==> config.mk <==
export PLATFORM = sky130hd
export DESIGN_NAME = sram_cycle_ctrl
export DESIGN_NICKNAME = d
export VERILOG_FILES = /design/src/rtl/sram_cycle_ctrl.sv
export SDC_FILE = /design/constraint.sdc
export NUM_CORES = 1
export LEC_CHECK = 0
export ABC_AREA = 1
export BUFFER_PORTS_ARGS = -buffer_cell sky130_fd_sc_hd__buf_2
export CAP_MARGIN = 0
export CORE_MARGIN = 1
export CORE_UTILIZATION = 48
export DETAILED_ROUTE_END_ITERATION = 12
export PLACE_DENSITY_LB_ADDON = 0.3
export SYNTH_ARGS = -nofsm -noshare
export SYNTH_HDL_FRONTEND = slang
export SYNTH_SLANG_ARGS = --single-unit
==> constraint.sdc <==
create_clock -name clk -period 1.75 [get_ports clk]
set_clock_uncertainty 0.2 [all_clocks]
set_input_delay 0.4375 -clock clk [delete_from_list [all_inputs] [get_ports clk]]
set_output_delay 0.4375 -clock clk [all_outputs]
set_load 0.02 [all_outputs]
==> src/rtl/sram_cycle_ctrl.sv <==
module sram_cycle_ctrl #(
  parameter int ADDR_W     = 17,
  parameter int CLK_PS     = 4000,
  parameter bit SLOW_GRADE = 1'b0
) (
  input  logic              clk,
  input  logic              rst,
  input  logic              req_valid,
  output logic              req_ready,
  input  logic              req_write,
  input  logic [ADDR_W-1:0] req_addr,
  input  logic [15:0]       req_wdata,
  input  logic [1:0]        req_be,
  output logic              rd_valid,
  output logic [15:0]       rd_data,
  output logic [ADDR_W-1:0] sram_addr,
  output logic              sram_ce1_n,
  output logic              sram_ce2,
  output logic              sram_we_n,
  output logic              sram_oe_n,
  output logic              sram_lb_n,
  output logic              sram_ub_n,
  output logic [15:0]       sram_dq_out,
  output logic              sram_dq_oe,
  input  logic [15:0]       sram_dq_in
);

  function automatic int clks(input int t_ps);
    int n;
    n = (t_ps + CLK_PS - 1) / CLK_PS;
    return (n < 1) ? 1 : n;
  endfunction

  function automatic int imax(input int a, input int b);
    return (a > b) ? a : b;
  endfunction

  localparam int T_CYC_PS   = SLOW_GRADE ? 100000 : 70000;
  localparam int T_OEACC_PS = SLOW_GRADE ? 50000  : 35000;
  localparam int T_WP_PS    = SLOW_GRADE ? 50000  : 35000;
  localparam int T_DS_PS    = SLOW_GRADE ? 40000  : 30000;
  localparam int T_OEFLT_PS = SLOW_GRADE ? 35000  : 30000;
  localparam int T_WEFLT_PS = SLOW_GRADE ? 40000  : 30000;

  localparam int CYC_CLKS  = clks(T_CYC_PS);
  localparam int READ_CLKS = imax(CYC_CLKS, clks(T_OEACC_PS));
  localparam int WE_CLKS   = imax(clks(T_WP_PS), clks(T_DS_PS));
  localparam int TAIL_CLKS = imax(1, CYC_CLKS - 1 - WE_CLKS);
  localparam int FLT_CLKS  = imax(clks(T_OEFLT_PS), clks(T_WEFLT_PS));
  localparam int CNT_MAX   = imax(READ_CLKS, imax(WE_CLKS, TAIL_CLKS));
  localparam int CNT_W     = $clog2(CNT_MAX + 1);
  localparam int FLT_W     = $clog2(FLT_CLKS + 1);

  typedef enum logic [2:0] {S_IDLE, S_READ, S_WTURN, S_WLOW, S_WTAIL} state_t;

  state_t            st;
  logic [CNT_W-1:0]  cnt;
  logic [FLT_W-1:0]  flt;
  logic              sel;
  logic [1:0]        lane;
  logic              we_n_q, oe_n_q, doe_q, rdv_q;
  logic [ADDR_W-1:0] addr_q;
  logic [15:0]       dout_q, rdd_q;
  logic [15:0]       lane_mask;

  assign lane_mask   = {{8{lane[1]}}, {8{lane[0]}}};
  assign req_ready   = (st == S_IDLE);
  assign rd_valid    = rdv_q;
  assign rd_data     = rdd_q;
  assign sram_addr   = addr_q;
  assign sram_ce1_n  = ~sel;
  assign sram_ce2    = sel;
  assign sram_we_n   = we_n_q;
  assign sram_oe_n   = oe_n_q;
  assign sram_lb_n   = ~lane[0];
  assign sram_ub_n   = ~lane[1];
  assign sram_dq_out = dout_q;
  assign sram_dq_oe  = doe_q;

  always_ff @(posedge clk) begin
    if (rst) begin
      st     <= S_IDLE;
      cnt    <= '0;
      flt    <= '0;
      sel    <= 1'b0;
      lane   <= 2'b00;
      we_n_q <= 1'b1;
      oe_n_q <= 1'b1;
      doe_q  <= 1'b0;
      rdv_q  <= 1'b0;
      addr_q <= '0;
      dout_q <= '0;
      rdd_q  <= '0;
    end else begin
      rdv_q <= 1'b0;
      if (flt != '0) flt <= flt - 1'b1;
      case (st)
        S_IDLE: if (req_valid) begin
          addr_q <= req_addr;
          lane   <= req_be;
          sel    <= 1'b1;
          dout_q <= req_wdata;
          if (req_write) begin
            st <= S_WTURN;
          end else begin
            oe_n_q <= 1'b0;
            cnt    <= CNT_W'(READ_CLKS - 1);
            st     <= S_READ;
          end
        end
        S_READ: if (cnt == '0) begin
          rdd_q  <= sram_dq_in & lane_mask;
          rdv_q  <= 1'b1;
          oe_n_q <= 1'b1;
          sel    <= 1'b0;
          lane   <= 2'b00;
          flt    <= FLT_W'(FLT_CLKS);
          st     <= S_IDLE;
        end else begin
          cnt <= cnt - 1'b1;
        end
        S_WTURN: if (flt == '0) begin
          we_n_q <= 1'b0;
          doe_q  <= 1'b1;
          cnt    <= CNT_W'(WE_CLKS - 1);
          st     <= S_WLOW;
        end
        S_WLOW: if (cnt == '0) begin
          we_n_q <= 1'b1;
          cnt    <= CNT_W'(TAIL_CLKS - 1);
          st     <= S_WTAIL;
        end else begin
          cnt <= cnt - 1'b1;
        end
        S_WTAIL: if (cnt == '0) begin
          doe_q <= 1'b0;
          sel   <= 1'b0;
          lane  <= 2'b00;
          st    <= S_IDLE;
        end else begin
          cnt <= cnt - 1'b1;
        end
        default: st <= S_IDLE;
      endcase
    end
  end

endmodule

# Yosys cells after proc, flatten, opt, wreduce, memory -nomap -nowiden
# Cells that the tools add are included.
# word_totals
reg_bits	68
in_bits	55
output_inout_bits	58
wordCells	80
# op_classes
addsub	2
n_eq_ne	12
mux	30
bitwise	5
reduce_logical	19
# op_table
operator	n
$mux 5	5
$pmux 5 s4	1
$and 16x16->16	1
$ne 2x2->1 const B	7
$mux 3	4
$mux 4	3
$pmux 3 s4	1
$reduce_and 3->1	3
$mux 1	8
$pmux 1 s2	4
$reduce_and 4->1	2
$reduce_bool 2->1	4
$reduce_bool 4->1	2
$eq 3x2->1 const B	2
$mux 2	3
$logic_not 5->1	1
$reduce_and 5->1	1
$sub 5x1->5 const B	1
$logic_not 4->1	1
$not 1->1	4
$pmux 2 s2	1
$reduce_and 2->1	2
$reduce_or 2->1	2
$sub 4x1->4 const B	1
other kinds (4)	4

# Longest topological paths before layout
# Gate-level depths: netlist of the first run.
# logic_depth
depth_word	4
ltp_mapped	10
mapped_depth_nobuf	10

# Least setup slack after synthesis of the first run
# No wires, ideal clock.
# synth_path
path_kind	flip-flop to flip-flop
start	reg cnt[0]
end	reg rdd_q[10], in the netlist rd_data[10]
setup_time_ns	0.113
t_arrival_ns	1.247
required_ns	1.437
slack_ns	0.190
stages_incl_launch_ff	11
n_path_buf	1
period_less_slack_ns	1.560
cell_sequence	dfxtp_1 -> inv_1 -> ha_1 -> nand3_2 -> nor2_4 -> inv_2 -> nand2_4 -> inv_4 -> buf_6 -> nand2_1 -> nand2_1
# synth_via
elab_chain_len	2
# synth_rtl
element	line_no	text
start, declared	57	logic [CNT_W-1:0] cnt;
start signal, assigned	107	cnt <= CNT_W'(READ_CLKS - 1);
start signal, assigned	120	cnt <= cnt - 1'b1;
start signal, assigned	125	cnt <= CNT_W'(WE_CLKS - 1);
$logic_not 5->1	111	S_READ: if (cnt == '0) begin
$reduce_and 2->1 (no line)	n/a	
end signal, assigned	112	rdd_q <= sram_dq_in & lane_mask;
end, declared	63	logic [15:0] dout_q, rdd_q;
# No other way between the ends.
# A chain may end at the register's enable or synchronous reset.

# Final worst setup path of the first run
# layout_path
start	reg st[2]
end	out req_ready
# layout_via
elab_chain_len	1
# layout_rtl
element	line_no	text
start, declared	56	state_t st;
start signal, assigned	82	st <= S_IDLE;
start signal, assigned	104	st <= S_WTURN;
start signal, assigned	108	st <= S_READ;
$logic_not 3->1	67	assign req_ready = (st == S_IDLE);
end, declared	9	output logic req_ready,
# No other way between the ends.

==> results.py, run 1 <==
metrics = {
    "global_routing": {
        "met2_usage_pct": 37.8,
        "grt_use_total_pct": 22.6,
        "globalRouteMet1Util_pct": 26.4,
        "grt_max_degree": 35,
        "antenna_found_initial": 0,
        "globalRouteMet3Util_pct": 6.74,
        "grt_remaining_overflow": 0,
        "grt_pass1_vias": 2548,
        "grt.busiest_layer": "met2",
        "grt_pass1_wl_microns": 10900,
    },
    "synth": {
        "synth_area_sq_mm": 0.00280,
        "yosys_warnings": 0,
        "yosys-top-cells-area": "dfxtp_1, nor2_1, nand2_1, o21ai_0, nand3_1",
        "synth_area_per_cell_sq_um": 7.60,
        "yosysUniqueCellTypes": 29,
        "synth_compound_area_share_pct": 9.60,
        "synth-xor-area-share_pct": 1.56,
        "yosysSeqAreaShare_pct": 48.6,
        "synth_top_area_share_pct": 48.6,
        "ys_seq_elements": 68,
        "yosys.area.top_type": "dfxtp_1",
        "synth_fa_ha_area_share_pct": 1.34,
        "synth-simple-area-share_pct": 31.7,
        "synth_nets": 427,
        "syn_inst": 369,
        "synth_top_family_by_area": "simple AND/OR/NAND/NOR gates",
        "synth_mux_area_share_pct": 0,
    },
    "timing": {
        "slew_violations": 0,
        "setup_tns_ns": 0,
        "setup_viol": 0,
        "fin_crit_sh_pct": 97.8,
        "finalCriticalPeriod_ns": 1.71,
        "hold_viol_final": 0,
        "relSlewSlack_pct": 64.3,
        "worst_slew_pin_slew_ns": 0.530,
        "rsz0062_at_grt": "yes",
        "clock.fmax_mhz": 584,
        "whs_ns": 0.111,
    },
    "worst_setup_path": {
        "worstSetupEndpointType": "output pin",
        "cp_max_fo": 5,
        "rrSetupSlack_ns": 0.07,
        "crit_start": "st[2]",
        "path_buf_inv": 2,
        "critPathLaunchType": "flip-flop",
        "crit_family": "flip-flops",
        "critPathKind": "reg -> out",
        "crit_slowest_cell": "dfxtp_4",
        "max_stage_delay_ns": 0.36,
        "reg2regPathDepth": 5,
        "r2r_start": "st[0]",
        "cp.required_ns": 1.11,
        "reg2reg_to": "cnt[4]",
        "path_cells": "nor2_4 -> nand2_4 -> inv_4 -> buf_6",
        "cp.depth": 4,
        "arrival_ns": 1.07,
    },
    "routing": {
        "routed_wl_microns": 6730,
        "post-route-drc-count": 0,
        "wl_per_cell_microns": 11.8,
        "via_count": 2768,
        "routed_via_density": 4.86,
        "drtAntennaViolNets": 0,
        "drtPass1Iterations": 5,
        "drt_iter0_markers": 118,
    },
    "clock_network": {
        "root_buffer": "clkbuf_8",
        "cts_hold_buf": 0,
        "clock_sinks": 68,
        "tritoncts": "done",
        "clock_path_buffers": 2,
        "clk_pin_slew_worst_paths_ns": 0.08,
        "clk_latency_ns": 0.34,
        "cts_max_level": 3,
        "cts_buffers": 9,
    },
    "finish": {
        "seqCellArea_sq_mm": 0.00137,
        "layout.cells.non_filler": 570,
        "area_delta_synth_final_pct": 33.3,
        "layout_commonest_cell": "buf_2",
        "multiInputGateArea_sq_mm": 0.00128,
        "final_core_util_pct": 67.0,
        "fillers": 485,
        "nNetsFinal": 551,
        "layout_common_cells": "buf_2, nor2_1, nand2_1",
        "design_area_sq_mm": 0.00374,
        "n_antenna_cell": 0,
        "post_route_cells_drive_above_1_share_pct": 34.3,
    },
    "floorplanning": {
        "dieArea_sq_mm": 0.00615,
        "die_w_microns": 78.4,
        "boundaryPins": 113,
        "start_util_pct": 50.3,
        "placementRows": 27,
        "die_h_microns": 78.4,
        "core_sq_mm": 0.00557,
    },
    "hold_path": {
        "min_from": "sram_dq_in[15]",
        "hold_depth": 3,
        "holdCritPathClass": "in -> reg",
        "min_to": "rd_data[15]",
    },
    "run_status": {
        "status": "finished, final reports clean",
    },
    "place": {
        "postPlaceCellArea_sq_mm": 0.00344,
        "port_buffers": 112,
        "gp_congestion": 0.782,
        "place.detailed.instances": 547,
        "dp_hpwl_microns": 4700,
    },
    "power": {
        "leakage_nw": 1.96,
        "ir_drop_mv": 0.925,
        "power_density_mw_per_mm2": 1740,
    },
    "run": {
        "cap_violations": 0,
    },
}
[logic make-up (layout without fill, tap and decap cells)]
| logic type | Yosys count | after routing |
|---|---|---|
| buf+inv | 40 | 168 |
| simple gates | 201 | 202 |
| flops | 68 | 68 |
| xor+xnor | 5 | 5 |
| fa+ha+maj | 3 | 3 |
| compound gates | 52 | 52 |
[cell type report]
type	instances	area share, %
Clock buffer	10	3.42
Clock inverter	6	1.71
Inverter	26	2.88
Multi-Input combinational cell	262	34.2
Sequential cell	68	36.7
Tap cell	72	2.41
Timing Repair Buffer	126	18.7
[stage by stage]
stage	power (mW)	worst slack, ns
after floorplan	4.23	0.190
after global placement	4.93	0.135
after detailed placement	4.99	0.0470
after CTS	6.35	0.0324
after global routing	7.00	-0.0167
final	6.52	0.0389
[synthesized netlist by cell type (all sizes together)]
| cell type | instances |
|---|---|
| a211oi | 1 |
| a21boi | 1 |
| a21oi | 9 |
| a31oi | 1 |
| buf | 11 |
| clkbuf | 3 |
| clkinv | 1 |
| dfxtp | 68 |
| ha | 3 |
| inv | 25 |
| nand2 | 82 |
| nand3 | 28 |
| nor2 | 90 |
| nor3 | 1 |
| o211ai | 1 |
| o21ai | 39 |
| xnor2 | 2 |
| xor2 | 3 |
[how the worst max path moves through the flow]
stage                        endpoint  slack [ns]
after detailed placement       cnt[3]        0.05
after global placement         cnt[3]        0.13
after floorplan           rd_data[10]        0.19
after global routing           cnt[4]       -0.02
after CTS                      cnt[3]        0.03
final                       req_ready        0.04
[worst reg2reg max path: cells and delay by family (launching register included)]
kind / cells / cell delay (ns)
AOI/OAI and AO/OA: 1 / 0.45
DFF: 1 / 0.35
buffers and inverters: 1 / 0.15
and+or+nand+nor: 3 / 0.43
[where the power goes]
| part | switching (mW) | total (mW) | internal, mW | leakage (nW) |
|---|---|---|---|---|
| registers | 0.203 | 2.15 | 1.95 | 0.561 |
| logic | 1.96 | 3.12 | 1.16 | 1.30 |
| clock network | 0.588 | 1.25 | 0.658 | 0.0927 |
| total | 2.76 | 6.52 | 3.76 | 1.96 |
[per-layer routing]
layer  wire length [microns]  part of all wire (%)
met1                    2950                    44
met2                    3200                    48
met3                     426                   6.3
met4                     150                   2.2
met5                       0                     0
[timing repair]
action / CTS / global route
setup endpoints to repair: 1 / 8
pin swaps: 2 / 6
resized for setup: 7 / 9
setup buffers: 3 / 3
cloned: 0 / 1
[flip-flops by register name, summed over array words and instances, names as in the netlist]
signal / flops
sram_dq_oe: 1
lane: 2
st: 3
rd_data: 16
sram_ce2: 1
sram_dq_out: 16
sram_we_n: 1
rd_valid: 1
flt: 4
sram_addr: 17
cnt: 5
sram_oe_n: 1
Power figures use the tool's default switching activity.
==> run 2, diff against run 1 <==
CELL_PAD_IN_SITES_DETAIL_PLACEMENT = 1   (was default)
CELL_PAD_IN_SITES_GLOBAL_PLACEMENT = 1   (was default)
CORE_UTILIZATION = 36   (was 48)
clock period = 2.01 ns   (was 1.75 ns; I/O delays follow)
==> results.py, run 2 (synthesis gave the netlist of run 1 again) <==
metrics = {
    "run_status": {
        "status": "finished, final reports clean",
    },
    "finish": {
        "layout_commonest_cell": "buf_2",
        "largest_register_ffs": 17,
        "n_antenna_cell": 0,
        "final_core_util_pct": 49.4,
        "nNetsFinal": 542,
        "area_delta_synth_final_pct": 30.0,
        "layout_common_cells": "buf_2, nor2_1, nand2_1",
        "post_route_cells_drive_above_1_share_pct": 32.1,
    },
    "timing": {
        "setup_tns_ns": 0,
        "setup_viol": 0,
        "clock.fmax_mhz": 520,
        "worst_slew_pin_slew_ns": 0.383,
        "relSlewSlack_pct": 74.5,
        "finalCriticalPeriod_ns": 1.92,
        "rsz0062_at_grt": "no",
        "hold_viol_final": 0,
        "fin_crit_sh_pct": 95.7,
        "slew_violations": 0,
        "whs_ns": 0.184,
    },
    "routing": {
        "post-route-drc-count": 0,
        "drt_iter0_markers": 59,
        "drtAntennaViolNets": 0,
        "wl_per_cell_microns": 13.2,
        "via_count": 2772,
        "routed_via_density": 4.71,
        "drtPass1Iterations": 4,
        "routed_wl_microns": 7750,
    },
    "floorplanning": {
        "dieArea_sq_mm": 0.00814,
        "placementRows": 31,
        "die_h_microns": 90.2,
        "core_sq_mm": 0.00737,
        "start_util_pct": 38.0,
        "boundaryPins": 113,
        "die_w_microns": 90.2,
    },
    "global_routing": {
        "grt_max_degree": 29,
        "grt_use_total_pct": 19.4,
        "grt_remaining_overflow": 0,
        "grt_pass1_vias": 2853,
        "grt_pass1_wl_microns": 12800,
        "antenna_found_initial": 0,
    },
    "place": {
        "port_buffers": 112,
        "dp_hpwl_microns": 5730,
        "gp_congestion": 0.752,
    },
    "clock_network": {
        "clk_pin_slew_worst_paths_ns": 0.08,
        "root_buffer": "clkbuf_8",
        "cts_max_level": 3,
        "clock_path_buffers": 2,
        "tritoncts": "done",
        "clock_sinks": 68,
        "clk_latency_ns": 0.33,
        "cts_hold_buf": 0,
        "cts_buffers": 9,
    },
    "worst_setup_path": {
        "critPathKind": "reg -> out",
        "cp_max_fo": 6,
        "cp.required_ns": 1.31,
        "critPathLaunchType": "flip-flop",
        "worstSetupEndpointType": "output pin",
        "r2r_start": "flt[0]",
        "arrival_ns": 1.22,
        "crit_start": "st[2]",
    },
    "power": {
        "power_density_mw_per_mm2": 1490,
        "finalPower_mw": 5.44,
        "leakage_nw": 1.90,
        "ir_drop_mv": 0.731,
    },
    "run": {
        "cap_violations": 0,
    },
    "hold_path": {
        "holdCritPathClass": "in -> reg",
        "min_from": "req_addr[6]",
    },
}
[run 2: worst paths after layout]
kind,end,slack [ns],cells past startpoint
min,sram_addr[6],0.18,3
min reg2reg,rd_data[10],0.25,2
max,req_ready,0.09,4
max reg2reg,cnt[4],0.24,9
[run 2: timing repair]
action                     in CTS  in global routing
setup endpoints to repair       1                  1
setup buffers                   1                  0
gates resized for setup         0                  2
pin swaps                       1                  0
[run 2: stage by stage]
| stage | setup WS (ns) | cell area, sq um | instances |
|---|---|---|---|
| 2_1_floorplan | 0.450 | 2800 | 369 |
| 3_3_place_gp | 0.279 | 3440 | 571 |
| 3_5_place_dp | 0.242 | 3440 | 571 |
| 4_1_cts | 0.0409 | 3640 | 588 |
| 5_1_grt | 0.0470 | 3640 | 588 |
| 6_report | 0.0863 | 3640 | 588 |
[run 2: per-layer routing]
metal	wire length, microns	up-vias	track usage (%)	share of wire (%)
met5	0	-	0	0
met4	8	0	5.38	0.10
met3	559	2	7.45	7.2
met2	3950	68	35.3	51
met1	3230	1308	20.6	42
li1	-	1394	-	-
[run 2: critical path: stages (launching register included)]
cell and delay, ns:
dfxtp_1 0.39, nor2_4 0.15, nand2_4 0.09, inv_1 0.08
buf_2 0.18
[run 2: layout make-up]
class,count,area (sq um)
fillers,993,3730
flip-flops and latches,68,1360
multi-input cells,261,1240
repair buffers,118,618
clock buffers,10,128
well taps,99,124
inverters,26,105
clock inverters,6,63.8
[run 2: report_power, final]
part / leakage [nW] / internal, mW / switching, mW
Sequential: 0.559 / 1.69 / 0.205
Combinational: 1.25 / 0.821 / 1.62
Clock: 0.0927 / 0.573 / 0.536
==> run 3, diff against run 2 <==
CORE_ASPECT_RATIO = 0.8   (was default)
CORE_UTILIZATION = 37   (was 36)
CTS_BUF_LIST = sky130_fd_sc_hd__clkbuf_8   (was default)
==> results.py, run 3 (synthesis gave the netlist of run 1 again) <==
metrics = {
    "routing": {
        "wl_per_cell_microns": 13.7,
        "drt_iter0_markers": 64,
        "drtAntennaViolNets": 0,
        "post-route-drc-count": 0,
        "drtPass1Iterations": 4,
        "routed_via_density": 4.82,
        "routed_wl_microns": 7940,
        "via_count": 2788,
    },
    "clock_network": {
        "clock_path_buffers": 2,
        "cts_max_level": 3,
        "root_buffer": "clkbuf_8",
        "cts_buffers": 9,
        "clk_pin_slew_worst_paths_ns": 0.08,
        "clock_sinks": 68,
        "clk_latency_ns": 0.34,
        "tritoncts": "done",
    },
    "global_routing": {
        "met2_usage_pct": 37.8,
        "grt_pass1_wl_microns": 13300,
        "grt_max_degree": 34,
        "grt_use_total_pct": 21.3,
        "grt_pass1_vias": 2923,
        "grt_remaining_overflow": 0,
        "globalRouteMet1Util_pct": 23.9,
        "globalRouteMet3Util_pct": 8.41,
        "grt.busiest_layer": "met2",
        "antenna_found_initial": 0,
    },
    "worst_setup_path": {
        "crit_family": "flip-flops",
        "crit_slowest_cell": "dfxtp_1",
        "max_stage_delay_ns": 0.39,
        "critPathKind": "reg -> out",
        "worstSetupEndpointType": "output pin",
        "path_buf_inv": 2,
        "cp.required_ns": 1.31,
        "cp_max_fo": 6,
        "path_cells": "nor2_4 -> nand2_4 -> inv_1 -> buf_2",
        "critPathLaunchType": "flip-flop",
        "arrival_ns": 1.22,
    },
    "timing": {
        "whs_ns": 0.185,
        "clock.fmax_mhz": 521,
        "setup_tns_ns": 0,
        "hold_viol_final": 0,
        "setup_viol": 0,
        "relSlewSlack_pct": 77.1,
        "slew_violations": 0,
        "fin_crit_sh_pct": 95.6,
        "rsz0062_at_grt": "no",
        "worst_slew_pin_slew_ns": 0.340,
        "finalCriticalPeriod_ns": 1.92,
    },
    "floorplanning": {
        "boundaryPins": 113,
        "dieArea_sq_mm": 0.00793,
        "core_sq_mm": 0.00709,
        "die_w_microns": 99.3,
        "placementRows": 27,
        "start_util_pct": 39.5,
        "die_h_microns": 79.8,
    },
    "finish": {
        "layout_common_cells": "buf_2, nor2_1, nand2_1",
        "layout_commonest_cell": "buf_2",
        "seqCellArea_sq_mm": 0.00136,
        "n_antenna_cell": 0,
        "post_route_cells_drive_above_1_share_pct": 32.2,
        "area_delta_synth_final_pct": 30.2,
        "fillers": 951,
        "nNetsFinal": 544,
        "layout.cells.non_filler": 578,
        "largest_register_ffs": 17,
        "design_area_sq_mm": 0.00365,
        "multiInputGateArea_sq_mm": 0.00124,
    },
    "place": {
        "port_buffers": 112,
        "place.detailed.instances": 561,
        "dp_hpwl_microns": 6030,
        "postPlaceCellArea_sq_mm": 0.00343,
        "gp_congestion": 0.818,
    },
    "run_status": {
        "status": "finished, final reports clean",
    },
    "power": {
        "finalPower_mw": 5.57,
        "power_density_mw_per_mm2": 1520,
        "ir_drop_mv": 0.567,
        "leakage_nw": 1.93,
    },
    "hold_path": {
        "holdCritPathClass": "in -> reg",
    },
    "run": {
        "cap_violations": 0,
    },
}
run 3: area by class of cell:
type	instances	share of cell area, %
clock buffer	9	3.39
multi-input combinational	261	34.0
tap	87	2.98
inverter	26	2.88
timing repair buffer	120	17.0
sequential	68	37.4
clock inverter	7	2.33
run 3: path summary, 6_finish.rpt:
check | from | endpoint | slack (ns) | depth (start not counted)
worst max register to register | flt[0] | cnt[2] | 0.27 | 10
worst min-delay path | req_addr[8] | sram_addr[8] | 0.18 | 3
worst min register to register | rd_data[3] | rd_data[3] | 0.25 | 2
worst max-delay path | st[2] | req_ready | 0.09 | 4
run 3: worst min-delay path, delay by kind of cell:
kind | cells | cell delay (ns)
buffers and inverters | 1 | 0.08
AND/OR/NAND/NOR | 2 | 0.12
run 3: routing by layer:
layer  share of wire [%]  vias up
met2                  50       62
met5                   0        -
met3                 6.7        5
met4                0.84        0
li1                    -     1394
met1                  43     1327
run 3: where the power goes:
part	switching [mW]	total, mW	internal (mW)
Sequential	0.198	1.89	1.69
Combinational	1.67	2.48	0.818
Clock	0.510	1.20	0.686
Total	2.37	5.57	3.19
run 3: repair_timing:
action | 4_1_cts | 5_1_grt
setup buffers | 1 | 0
resized for setup | 0 | 3
endpoints found under the hold margin | 0 | 0
hold buffers | 0 | 0
pin swaps | 1 | 0
endpoints found under the setup margin | 1 | 2
run 3: stage by stage:
stage	utilization, %	worst slack [ns]
floorplan	-	0.450
global placement	48.3	0.263
detailed placement	48.3	0.196
CTS	51.4	0.0207
global route	51.4	0.00888
finish	51.4	0.0892
